===== src/rtl/mpic_pkg.sv =====
// Package: shared constants and the fixed source-to-level table of the
// interrupt level controller. Assumes a 32-bit register data path.
package mpic_pkg;

    localparam int          DATA_W      = 32;
    localparam int          LVL_W       = 4;
    localparam int          BANK_W      = 3;
    localparam int          WORD_W      = 3;
    localparam logic [2:0]  GLOBAL_BANK = 3'd7;

    // Global bank word indices (order is part of the programming model)
    localparam logic [2:0]  GW_PEND   = 3'd0;
    localparam logic [2:0]  GW_MASK   = 3'd1;
    localparam logic [2:0]  GW_UNMASK = 3'd2;
    localparam logic [2:0]  GW_SETMSK = 3'd3;
    localparam logic [2:0]  GW_TARGET = 3'd4;

    // Per-CPU bank word indices
    localparam logic [2:0]  CW_PEND  = 3'd0;
    localparam logic [2:0]  CW_DROP  = 3'd1;
    localparam logic [2:0]  CW_RAISE = 3'd2;

    localparam int          HOLD_ALL_BIT = 31;
    localparam int          TICK_BIT     = 7;
    localparam logic [31:0] MASK_IMPL    = 32'hF87F_FFFF;
    localparam logic [31:0] SRC_IMPL     = 32'h787F_FFFF;
    localparam logic [31:0] ERR_BITS     = 32'h7800_0000;

    // Level vector (bit n = level n) raised by active device bits 22..0.
    function automatic logic [15:0] dev_levels(input logic [31:0] act);
        logic [15:0] lv;
        lv = '0;
        // Slot lines: expansion level k at bit 6+k, backplane level k at bit k-1
        for (int k = 1; k <= 7; k++) begin
            lv[(k == 1) ? 2 : 2 * k - 1] |= act[6 + k] | act[k - 1];
        end
        lv[4]  |= act[18];
        lv[6]  |= act[16];
        lv[8]  |= act[20];
        lv[9]  |= act[21];
        lv[10] |= act[19];
        lv[11] |= act[22];
        lv[12] |= act[15] | act[14];
        lv[13] |= act[17];
        return lv;
    endfunction

endpackage


===== src/rtl/mpic_global_regs.sv =====
// Global state: the source mask and the device target CPU.
// Assumes the strobes are mutually exclusive (decoded from one address).
module mpic_global_regs
    import mpic_pkg::*;
#(
    parameter int TGT_W = 2
) (
    input  logic              clk,
    input  logic              rst_n,
    input  logic              wr_mask_set,
    input  logic              wr_mask_clr,
    input  logic              wr_target,
    input  logic [DATA_W-1:0] wr_data,
    output logic [DATA_W-1:0] mask_q,
    output logic [TGT_W-1:0]  target_q
);

    // Mask register: write-one-to-set and write-one-to-clear aliases
    always_ff @(posedge clk) begin
        if (!rst_n)
            mask_q <= MASK_IMPL;
        else if (wr_mask_set)
            mask_q <= (mask_q | wr_data) & MASK_IMPL;
        else if (wr_mask_clr)
            mask_q <= mask_q & ~wr_data;
    end

    // Target register: CPU number that receives device interrupts
    always_ff @(posedge clk) begin
        if (!rst_n)
            target_q <= '0;
        else if (wr_target)
            target_q <= wr_data[TGT_W-1:0];
    end

    a_r2_set_masks: assert property (@(posedge clk) disable iff (!rst_n)
        wr_mask_set |=> ((mask_q & $past(wr_data & MASK_IMPL)) == $past(wr_data & MASK_IMPL)));

    a_r3_clear_unmasks: assert property (@(posedge clk) disable iff (!rst_n)
        wr_mask_clr |=> ((mask_q & $past(wr_data)) == '0));

    a_r3_zero_bits_hold: assert property (@(posedge clk) disable iff (!rst_n)
        (wr_mask_set || wr_mask_clr) |=> ((mask_q & ~$past(wr_data)) == ($past(mask_q) & ~$past(wr_data))));

    a_r11_mask_idle_stable: assert property (@(posedge clk) disable iff (!rst_n)
        !(wr_mask_set || wr_mask_clr) |=> $stable(mask_q));

endmodule


===== src/rtl/mpic_soft_bank.sv =====
// One CPU's software interrupt word: level n held at index n.
// Assumes raise and drop are never strobed in the same cycle.
module mpic_soft_bank (
    input  logic        clk,
    input  logic        rst_n,
    input  logic        wr_raise,
    input  logic        wr_drop,
    input  logic [15:1] wr_bits,
    output logic [15:1] soft_q
);

    // Software request bits: write-one-to-raise / write-one-to-drop
    always_ff @(posedge clk) begin
        if (!rst_n)
            soft_q <= '0;
        else if (wr_raise)
            soft_q <= soft_q | wr_bits;
        else if (wr_drop)
            soft_q <= soft_q & ~wr_bits;
    end

    a_r5_raise_sets: assert property (@(posedge clk) disable iff (!rst_n)
        wr_raise |=> ((soft_q & $past(wr_bits)) == $past(wr_bits)));

    a_r5_drop_clears: assert property (@(posedge clk) disable iff (!rst_n)
        wr_drop |=> ((soft_q & $past(wr_bits)) == '0));

    a_r11_soft_idle_stable: assert property (@(posedge clk) disable iff (!rst_n)
        !(wr_raise || wr_drop) |=> $stable(soft_q));

endmodule


===== src/rtl/mpic_level_enc.sv =====
// Priority encoder: highest set level of a vector (bit n = level n).
// Assumes bit 0 of the vector is tied low by the caller.
module mpic_level_enc
    import mpic_pkg::*;
(
    input  logic             clk,
    input  logic             rst_n,
    input  logic [15:0]      lvl_vec,
    output logic [LVL_W-1:0] pil
);

    // Scan upward so the last hit is the highest level
    always_comb begin
        pil = '0;
        for (int l = 1; l < 16; l++) begin
            if (lvl_vec[l]) pil = LVL_W'(l);
        end
    end

    a_r10_level_is_active: assert property (@(posedge clk) disable iff (!rst_n)
        (pil != '0) |-> lvl_vec[pil]);

    a_r10_none_higher: assert property (@(posedge clk) disable iff (!rst_n)
        (lvl_vec >> pil) <= 16'd1);

endmodule


===== src/rtl/mp_irq_level_ctrl.sv =====
// Multiprocessor interrupt level controller top. Decodes the register
// port, masks and routes sources, and drives one PIL per CPU.
// Assumes NCPU <= 7 (bank 7 is the global bank).
module mp_irq_level_ctrl
    import mpic_pkg::*;
#(
    parameter int NCPU = 4
) (
    input  logic                   clk,
    input  logic                   rst_n,
    input  logic                   reg_wr,
    input  logic [5:0]             reg_addr,
    input  logic [31:0]            reg_wdata,
    output logic [31:0]            reg_rdata,
    input  logic [31:0]            irq_src,
    input  logic [NCPU-1:0]        cpu_tick,
    output logic [4*NCPU-1:0]      cpu_pil
);

    localparam int TGT_W = (NCPU > 1) ? $clog2(NCPU) : 1;

    logic [BANK_W-1:0] bank;
    logic [WORD_W-1:0] word;
    logic              g_wr;
    logic [31:0]       mask_q;
    logic [TGT_W-1:0]  target_q;
    logic [31:0]       active;
    logic              hold_all;
    logic              err_any;
    logic [15:0]       dev_lv;
    logic [15:1]       soft_q [NCPU];

    assign bank = reg_addr[5:3];
    assign word = reg_addr[2:0];
    assign g_wr = reg_wr && (bank == GLOBAL_BANK);

    mpic_global_regs #(.TGT_W(TGT_W)) u_global (
        .clk         (clk),
        .rst_n       (rst_n),
        .wr_mask_set (g_wr && (word == GW_SETMSK)),
        .wr_mask_clr (g_wr && (word == GW_UNMASK)),
        .wr_target   (g_wr && (word == GW_TARGET)),
        .wr_data     (reg_wdata),
        .mask_q      (mask_q),
        .target_q    (target_q)
    );

    // Source gating: implemented, individually unmasked, and not held by mask-all
    always_comb begin
        hold_all = mask_q[HOLD_ALL_BIT];
        active   = irq_src & SRC_IMPL & ~mask_q & {32{~hold_all}};
        err_any  = |(active & ERR_BITS);
        dev_lv   = dev_levels(active);
    end

    for (genvar g = 0; g < NCPU; g++) begin : g_cpu
        logic        c_wr;
        logic [15:0] lvl_vec;

        assign c_wr = reg_wr && (bank == BANK_W'(g));

        mpic_soft_bank u_soft (
            .clk      (clk),
            .rst_n    (rst_n),
            .wr_raise (c_wr && (word == CW_RAISE)),
            .wr_drop  (c_wr && (word == CW_DROP)),
            .wr_bits  (reg_wdata[31:17]),
            .soft_q   (soft_q[g])
        );

        // Merge software, routed device, broadcast error and local tick requests
        always_comb begin
            lvl_vec = {soft_q[g], 1'b0};
            if (target_q == TGT_W'(g)) lvl_vec = lvl_vec | dev_lv;
            lvl_vec[15] = lvl_vec[15] | err_any;
            lvl_vec[14] = lvl_vec[14] | (cpu_tick[g] & ~hold_all);
        end

        mpic_level_enc u_enc (
            .clk     (clk),
            .rst_n   (rst_n),
            .lvl_vec (lvl_vec),
            .pil     (cpu_pil[4*g +: 4])
        );

        a_r8_error_broadcast: assert property (@(posedge clk) disable iff (!rst_n)
            err_any |-> (cpu_pil[4*g +: 4] == 4'd15));

        a_r9_hold_keeps_soft_only: assert property (@(posedge clk) disable iff (!rst_n)
            hold_all |-> (cpu_pil[4*g +: 4] == 4'd0 || soft_q[g][cpu_pil[4*g +: 4]]));
    end

    // Read mux: raw pending, mask, target and per-CPU pending words
    always_comb begin
        reg_rdata = '0;
        if (bank == GLOBAL_BANK) begin
            case (word)
                GW_PEND:   reg_rdata = irq_src & SRC_IMPL;
                GW_MASK:   reg_rdata = mask_q;
                GW_TARGET: reg_rdata = 32'(target_q);
                default:   reg_rdata = '0;
            endcase
        end else begin
            for (int c = 0; c < NCPU; c++) begin
                if (bank == BANK_W'(c) && word == CW_PEND) begin
                    reg_rdata = {soft_q[c], 17'b0};
                    reg_rdata[TICK_BIT] = cpu_tick[c];
                end
            end
        end
    end

endmodule


===== config.mk =====
export PLATFORM = sky130hd
export DESIGN_NAME = mp_irq_level_ctrl
export DESIGN_NICKNAME = d
export VERILOG_FILES = /design/src/rtl/mpic_pkg.sv /design/src/rtl/mpic_global_regs.sv /design/src/rtl/mpic_soft_bank.sv /design/src/rtl/mpic_level_enc.sv /design/src/rtl/mp_irq_level_ctrl.sv
export SDC_FILE = /design/constraint.sdc
export NUM_CORES = 1
export LEC_CHECK = 0
export CORE_UTILIZATION = 58
export CTS_BUF_LIST = sky130_fd_sc_hd__clkbuf_4
export CTS_CLUSTER_SIZE = 12
export DETAILED_ROUTE_END_ITERATION = 12
export GPL_TIMING_DRIVEN = 0
export PLACE_DENSITY_LB_ADDON = 0.08
export SETUP_SLACK_MARGIN = 0.2
export SLEW_MARGIN = 10
export SYNTH_ARGS = -nofsm -noshare
export SYNTH_HDL_FRONTEND = slang
export SYNTH_SLANG_ARGS = --single-unit

===== constraint.sdc =====
create_clock -name clk -period 6.6 [get_ports clk]
set_clock_uncertainty 0.2 [all_clocks]
set_input_delay 1.98 -clock clk [delete_from_list [all_inputs] [get_ports clk]]
set_output_delay 1.98 -clock clk [all_outputs]
set_load 0.005 [all_outputs]

# --- Word-level counts from Yosys, hierarchy flattened ---
# Cells that the tools add are included.
totals:
  rom_bits: 0
  mem_bits_rw: 0
  inputBits: 77
  memories: 0
  output_inout_bits: 48
  register_bits: 94
  wordCells: 172
  latchBits: 0
classes:
  div: 0
  order_cmp: 0
  n_shift: 0
  multipliers: 0
  n_eq_ne: 11
  addsub: 0
  n_bitwise: 44
  n_mux: 80
  reduce_logical: 30
op_table:
  columns: ["cell", "count"]
  rows:
  - ["$mux W32", 7]
  - ["$mux W4", 32]
  - ["$mux W15", 8]
  - ["$pmux W32 S3", 1]
  - ["$mux W16", 4]
  - ["$or A16 B14 Y16", 4]
  - ["$and A31 B31 Y31", 2]
  - ["$and A15 B15 Y15", 4]
  - ["$or A15 B15 Y15", 4]
  - ["$mux W3", 16]
  - ["$and A32 B32 Y32", 1]
  - ["$not A32 Y32", 1]
  - ["$or A32 B32 Y32", 1]
  - ["$not A31 Y31", 1]
  - ["$logic_and A1 B1 Y1", 20]
  - ["$or A1 B1 Y1", 19]
  - ["$mux W2", 8]
  - ["$not A15 Y15", 1]
  - ["$eq A3 B2 Y1 const B", 4]
  - ["$reduce_bool A2 Y1", 5]
  - ["$eq A3 B1 Y1 const B", 2]
  - ["$eq A3 B3 Y1 const B", 2]
  - ["$logic_not A3 Y1", 2]
  - ["$and A1 B1 Y1", 4]
  - ["7 further kinds", 12]

# --- Logic depth before layout (Yosys ltp) ---
logic_depth:
  word_depth: 22
  mapped_depth: 8

# --- By module ---
# From an unflattened synthesis, not the netlist that was laid out.
hier_totals:
  cells_unflattened: 731
  hier_area_um2: 6274.8
modules_own_cells:
  columns: ["mod", "n_inst", "cells_per_inst", "area_each_um2", "seq_area_each_um2"]
  rows:
  - ["mpic_soft_bank", 4, 65, 628.1, 300.3]
  - ["mp_irq_level_ctrl", 1, 258, 1990.7, 0.0]
  - ["mpic_global_regs", 1, 113, 1206.2, 680.7]
  - ["mpic_level_enc", 4, 25, 141.4, 0.0]

# --- Least setup slack after synthesis ---
# No wires, ideal clock.
synth_path:
  path_kind: "input to output"
  start: "in reg_addr[2]"
  end: "out reg_rdata[21]"
  t_arrival_ps: 3292
  n_path_buf: 2
  slack_ps: 1128
  cell_stages: 5
  path_cell_list: "buf_2 > nor3b_1 > clkbuf_1 > a22oi_1 > o21ai_0"
synth_via:
  elab_chain_len: 7
  elab_cells_between_ends: 13
  classes_between: "eq/ne: 2; mux: 6; reduce/logical: 5"
synth_rtl:
  columns: ["element", "line_no", "rtl"]
  rows:
  - ["from (decl)", "mp_irq_level_ctrl.sv:12", "input logic [5:0] reg_addr,"]
  - ["$logic_not A3 Y1", "mp_irq_level_ctrl.sv:97, mp_irq_level_ctrl.sv:105", null]
  - ["$logic_and A1 B1 Y1", "mp_irq_level_ctrl.sv:105", "if (bank == BANK_W'(c) && word == CW_PEND) begin"]
  - ["$mux W32 (4 in series)", "mp_irq_level_ctrl.sv:105", null]
  - ["$mux W32 (*)", "mp_irq_level_ctrl.sv:96", "if (bank == GLOBAL_BANK) begin"]
  - ["to (decl)", "mp_irq_level_ctrl.sv:14", "output logic [31:0] reg_rdata,"]
# Mark *: on every way between the ends. The rest lies on a longest branch, timed or not.

# --- Final worst setup path ---
layout_path:
  start: "in irq_src[9]"
  end: "out cpu_pil[13]"
layout_via:
  elab_chain_len: 16
layout_rtl:
  columns: ["element", "line_no", "rtl"]
  rows:
  - ["from (decl)", "mp_irq_level_ctrl.sv:15", "input logic [31:0] irq_src,"]
  - ["$and A31 B31 Y31 (2 in series)", "mp_irq_level_ctrl.sv:51", "active = irq_src & SRC_IMPL & ~mask_q & {32{~hold_all}};"]
  - ["$or A1 B1 Y1", "mpic_pkg.sv:35", "lv[(k == 1) ? 2 : 2 * k - 1] |= act[6 + k] | act[k - 1];"]
  - ["$or A16 B14 Y16", "mp_irq_level_ctrl.sv:74", "if (target_q == TGT_W'(g)) lvl_vec = lvl_vec | dev_lv;"]
  - ["$mux W16", "mp_irq_level_ctrl.sv:74", null]
  - ["$mux W3 (3 in series)", "mpic_level_enc.sv:16", "if (lvl_vec[l]) pil = LVL_W'(l);"]
  - ["$mux W4 (8 in series)", "mpic_level_enc.sv:16", null]
  - ["to (decl)", "mp_irq_level_ctrl.sv:17", "output logic [4*NCPU-1:0] cpu_pil"]
# Every way passes these cells.

==> results.rst <==
.. list-table::
   :header-rows: 1

   * - Metric
     - Value
   * - Routability congestion estimate
     - 0.989
   * - Core occupancy in the finished layout
     - 0.770
   * - Initial antenna violation count
     - 0
   * - Clock edge transition at the registers on the reported setup and hold paths
     - 0.14 ns
   * - Die H
     - 104 um
   * - Post-Layout Cell Count
     - 1,010
   * - Core region area
     - 9910 sq um
   * - Max-capacitance violation count
     - 0
   * - Share of flip-flops with an asynchronous set or reset
     - 0
   * - Synth top area cells
     - sky130_fd_sc_hd__dfxtp_1, sky130_fd_sc_hd__a22oi_1, sky130_fd_sc_hd__nand2_1
   * - Number of antenna-violating nets in the routed design
     - 0
   * - Number of DRC markers in iteration 0
     - 978
   * - Final critical-path setup slack
     - 0.182 ns
   * - Netlist area before placement
     - 6020 sq um
   * - Number of cells traversed by the worst register-to-register path
     - 4
   * - Io pins
     - 125
   * - Setup Crit Path Kind
     - primary input to output pin
   * - Arrival time of data at the critical path endpoint
     - 4.24 ns
   * - Horizontal die dimension
     - 104 um
   * - Clock period minus worst slack
     - 6.42 ns
   * - GR Overflow Total
     - 0
   * - Max-slew violation count
     - 0
   * - Net Sw Frac
     - 0.282
   * - Worst-Margin Slew
     - 0.799 ns
   * - Part of the power in the clock network
     - 0.283
   * - Clock latency reported for the late side of the worst-skew pair
     - 0.46 ns
   * - Top-area cell type share of the netlist area
     - 0.313
   * - Reg-to-reg setup timing slack
     - 5.19 ns
   * - Startpoint types
     - primary input
   * - Ratio of cells with drive above 1 in the final layout
     - 0.129
   * - Outcome
     - complete, no violations
   * - Clock tree root buffer cell
     - sky130_fd_sc_hd__clkbuf_4
   * - Placed wire-length estimate after detailed placement
     - 16.8 mm
   * - Relative slew slack
     - 0.465
   * - Via count
     - 6,782
   * - Starting utilization of the core area
     - 0.607
   * - All-Layer GR Usage
     - 0.407
   * - DIE AREA
     - 10,800 sq um
   * - Worst Min Path Start
     - u_global.mask_q[26]
   * - Layout overhead on the synthesized area
     - 26.8%
   * - DRC violation count after routing
     - 0
   * - Worst slack after detailed placement
     - -0.463 ns
   * - Number of clock buffers inserted by TritonCTS
     - 9
   * - Switching power
     - 0.285 mW
   * - Period utilization
     - 0.972
   * - Power density cells
     - 132 nW/um^2
   * - Filler instances
     - 731
   * - Clock tree from TritonCTS
     - built
   * - Reg-to-Reg End
     - u_global.mask_q[31]
   * - Post-synthesis average cell area
     - 8.00 sq um
   * - Peak fanout along the critical path
     - 4
   * - Sequential share of the synthesized area
     - 0.313
   * - Cell taking the most area after synthesis
     - sky130_fd_sc_hd__dfxtp_1
   * - Worst Setup End Kind
     - output pin
   * - Combinational share of power
     - 0.149
   * - Total number of clock tree sinks
     - 94
   * - Worst Hold Path EP
     - u_global.mask_q[26]
   * - Placement Rows
     - 36
   * - Worst Hold Depth
     - 1
   * - Number of vias per cell
     - 6.71
   * - Final routed wire length divided by cell count
     - 22.4 um
   * - Finish-stage setup viols
     - 0
   * - Nets@finish
     - 949
   * - Instance count after placement with tap cells included
     - 987
   * - Number of synthesized flops with an enable pin
     - 0
   * - Number of H-tree levels
     - 3
   * - Mapped Nets
     - 829
   * - First-pass iteration count of the detailed router
     - 8
   * - Total power consumption of the routed design
     - 1.01 mW
   * - Detailed-route wire length
     - 22.6 mm
   * - Quantity of I/O buffers inserted on ports
     - 102
   * - Post-synth cell types
     - 51
   * - Number of flip-flops and latches in the synthesized netlist
     - 94
   * - Data required time at the worst endpoint
     - 4.42 ns
   * - LEAKAGE
     - 2.89 nW
   * - Dominant register cell in the synthesized netlist
     - sky130_fd_sc_hd__dfxtp_1
   * - RSZ-0062 raised after global routing
     - true
   * - Achievable frequency
     - 156 MHz
   * - Max clock buf depth
     - 2
   * - Hold violation count in the final report
     - 0
   * - Vias in the first global route
     - 6,355
   * - Class of the tightest hold or removal check
     - flip-flop to flip-flop
   * - Warning count from the yosys run
     - 0
   * - P_int
     - 0.724 mW
   * - Reg2reg start
     - u_global.mask_q[31]
   * - Wire length of the first global-routing pass
     - 34.3 mm
   * - Synthesized netlist cell count
     - 752
   * - Worst IR drop on VDD
     - 0.101 mV
   * - Share of total power in sequential cells
     - 0.568
   * - Pin count of the biggest net entering global routing
     - 15
   * - Antenna diode count
     - 0
per-layer routing:
| metal | vias up | track usage | routed length [um] |
|---|---|---|---|
| li1 | 2972 | - | - |
| met2 | 599 | 0.662 | 10300 |
| met5 | - | 0 | 0 |
| met1 | 3109 | 0.522 | 8430 |
| met3 | 102 | 0.0783 | 2880 |
| met4 | 0 | 0.192 | 1030 |
cell families after synthesis:
kind of cell / after synthesis / synth area share
AND/OR/NAND/NOR: 312 / 0.262
buffers and inverters: 69 / 0.0491
multiplexers: 46 / 0.110
AO/OA/AOI/OAI: 230 / 0.265
flip-flops: 94 / 0.313
XOR/XNOR: 1 / 0.00146
worst max path at each step:
stage | startpoint | to | slack, ns | depth (start not counted)
2_1_floorplan | reg_addr[2] | reg_rdata[21] | 1.13 | 5
6_report | irq_src[9] | cpu_pil[13] | 0.18 | 8
3_3_place_gp | reg_addr[0] | reg_rdata[27] | -0.42 | 7
4_1_cts | irq_src[0] | cpu_pil[5] | 0.12 | 8
3_5_place_dp | reg_addr[0] | reg_rdata[7] | -0.46 | 7
5_1_grt | irq_src[2] | cpu_pil[5] | 0.12 | 8
power groups by stage:
stage	combinational (mW)	sequential, mW	clock (mW)
2_1_floorplan	0.0677	0.584	0
3_5_place_dp	0.139	0.585	0
3_3_place_gp	0.136	0.584	0
6_report	0.151	0.573	0.285
5_1_grt	0.157	0.573	0.300
4_1_cts	0.142	0.572	0.280
Yosys cell counts (all sizes together), types with 2 or more instances:
library cell,number
dfxtp,94
nor2,33
a22o,5
a31oi,2
a2111oi,6
a211oi,23
o211ai,4
a22oi,85
o21bai,5
clkbuf,42
o221ai,2
buf,21
o2111ai,2
a41oi,2
mux4,16
mux2i,30
nand2b,21
nor3,6
or2,3
inv,6
nand3,9
a221oi,4
a21oi,34
a211o,10
nand2,145
a21o,9
and3b,3
o21ai,33
a21boi,2
and3,5
nor2b,73
nor3b,6
layout make-up:
type                            count  area (sq um)  area share
Clock inverter                      5          26.3     0.00344
Clock buffer                       11          82.6      0.0108
Buffer                             63           294      0.0385
Tap cell                          133           166      0.0218
Multi-Input combinational cell    589          4090       0.536
Inverter                            6          22.5     0.00295
Timing Repair Buffer              109          1060       0.139
Sequential cell                    94          1880       0.247
timing repair:
action                                 CTS  global route
setup buffers                            0             7
gates resized for setup                 43            42
setup endpoints to repair               46            44
endpoints found under the hold margin    0             0
hold buffers                             0             0
pin swaps                                6             8
cloned                                   0             0
per-stage QoR:
step	hold WS [ns]	setup TNS (ns)	area (sq um)
after global routing	0.319	0	7630
after CTS	0.293	0	7440
final	0.295	0	7630
after floorplan	0.253	0	6020
after detailed placement	0.272	-7.41	7200
after global placement	0.269	-6.84	7200
cells in the final DEF, fill, tap and decap left out, types with 3 or more instances in the layout:
master and n:
sky130_fd_sc_hd__nand2b_1 18, sky130_fd_sc_hd__o211ai_1 4, sky130_fd_sc_hd__clkdlybuf4s50_1 94, sky130_fd_sc_hd__clkbuf_1 36, sky130_fd_sc_hd__nor2b_4 3, sky130_fd_sc_hd__clkbuf_2 6, sky130_fd_sc_hd__nor3_1 3, sky130_fd_sc_hd__mux4_2 16
sky130_fd_sc_hd__o21ai_1 6, sky130_fd_sc_hd__a211o_1 10, sky130_fd_sc_hd__nor2b_1 70, sky130_fd_sc_hd__o21bai_1 4, sky130_fd_sc_hd__mux2i_1 30, sky130_fd_sc_hd__buf_2 15, sky130_fd_sc_hd__nand3_1 6, sky130_fd_sc_hd__o21ai_0 27
sky130_fd_sc_hd__nor2_1 30, sky130_fd_sc_hd__dfxtp_1 94, sky130_fd_sc_hd__nor2_2 3, sky130_fd_sc_hd__a22o_1 5, sky130_fd_sc_hd__and3b_1 3, sky130_fd_sc_hd__and3_1 5, sky130_fd_sc_hd__a22oi_1 85, sky130_fd_sc_hd__nand2b_4 3
sky130_fd_sc_hd__nor3b_2 3, sky130_fd_sc_hd__clkbuf_4 13, sky130_fd_sc_hd__dlygate4sd2_1 4, sky130_fd_sc_hd__a21oi_1 31, sky130_fd_sc_hd__a2111oi_2 4, sky130_fd_sc_hd__a21oi_2 3, sky130_fd_sc_hd__nand2_1 145, sky130_fd_sc_hd__a211oi_1 20
sky130_fd_sc_hd__buf_4 12, sky130_fd_sc_hd__nor3b_4 3, sky130_fd_sc_hd__inv_1 6, sky130_fd_sc_hd__a21o_1 8
worst max-delay path, stage by stage:
cell,delay (ns)
sky130_fd_sc_hd__clkdlybuf4s50_1,0.44
sky130_fd_sc_hd__nand2b_1,0.20
sky130_fd_sc_hd__nand3_2,0.19
sky130_fd_sc_hd__a211o_1,0.36
sky130_fd_sc_hd__o21ai_1,0.22
sky130_fd_sc_hd__a21oi_1,0.09
sky130_fd_sc_hd__o21ai_0,0.22
sky130_fd_sc_hd__clkdlybuf4s50_1,0.54
Note: power is estimated with default switching activity, not from simulation.
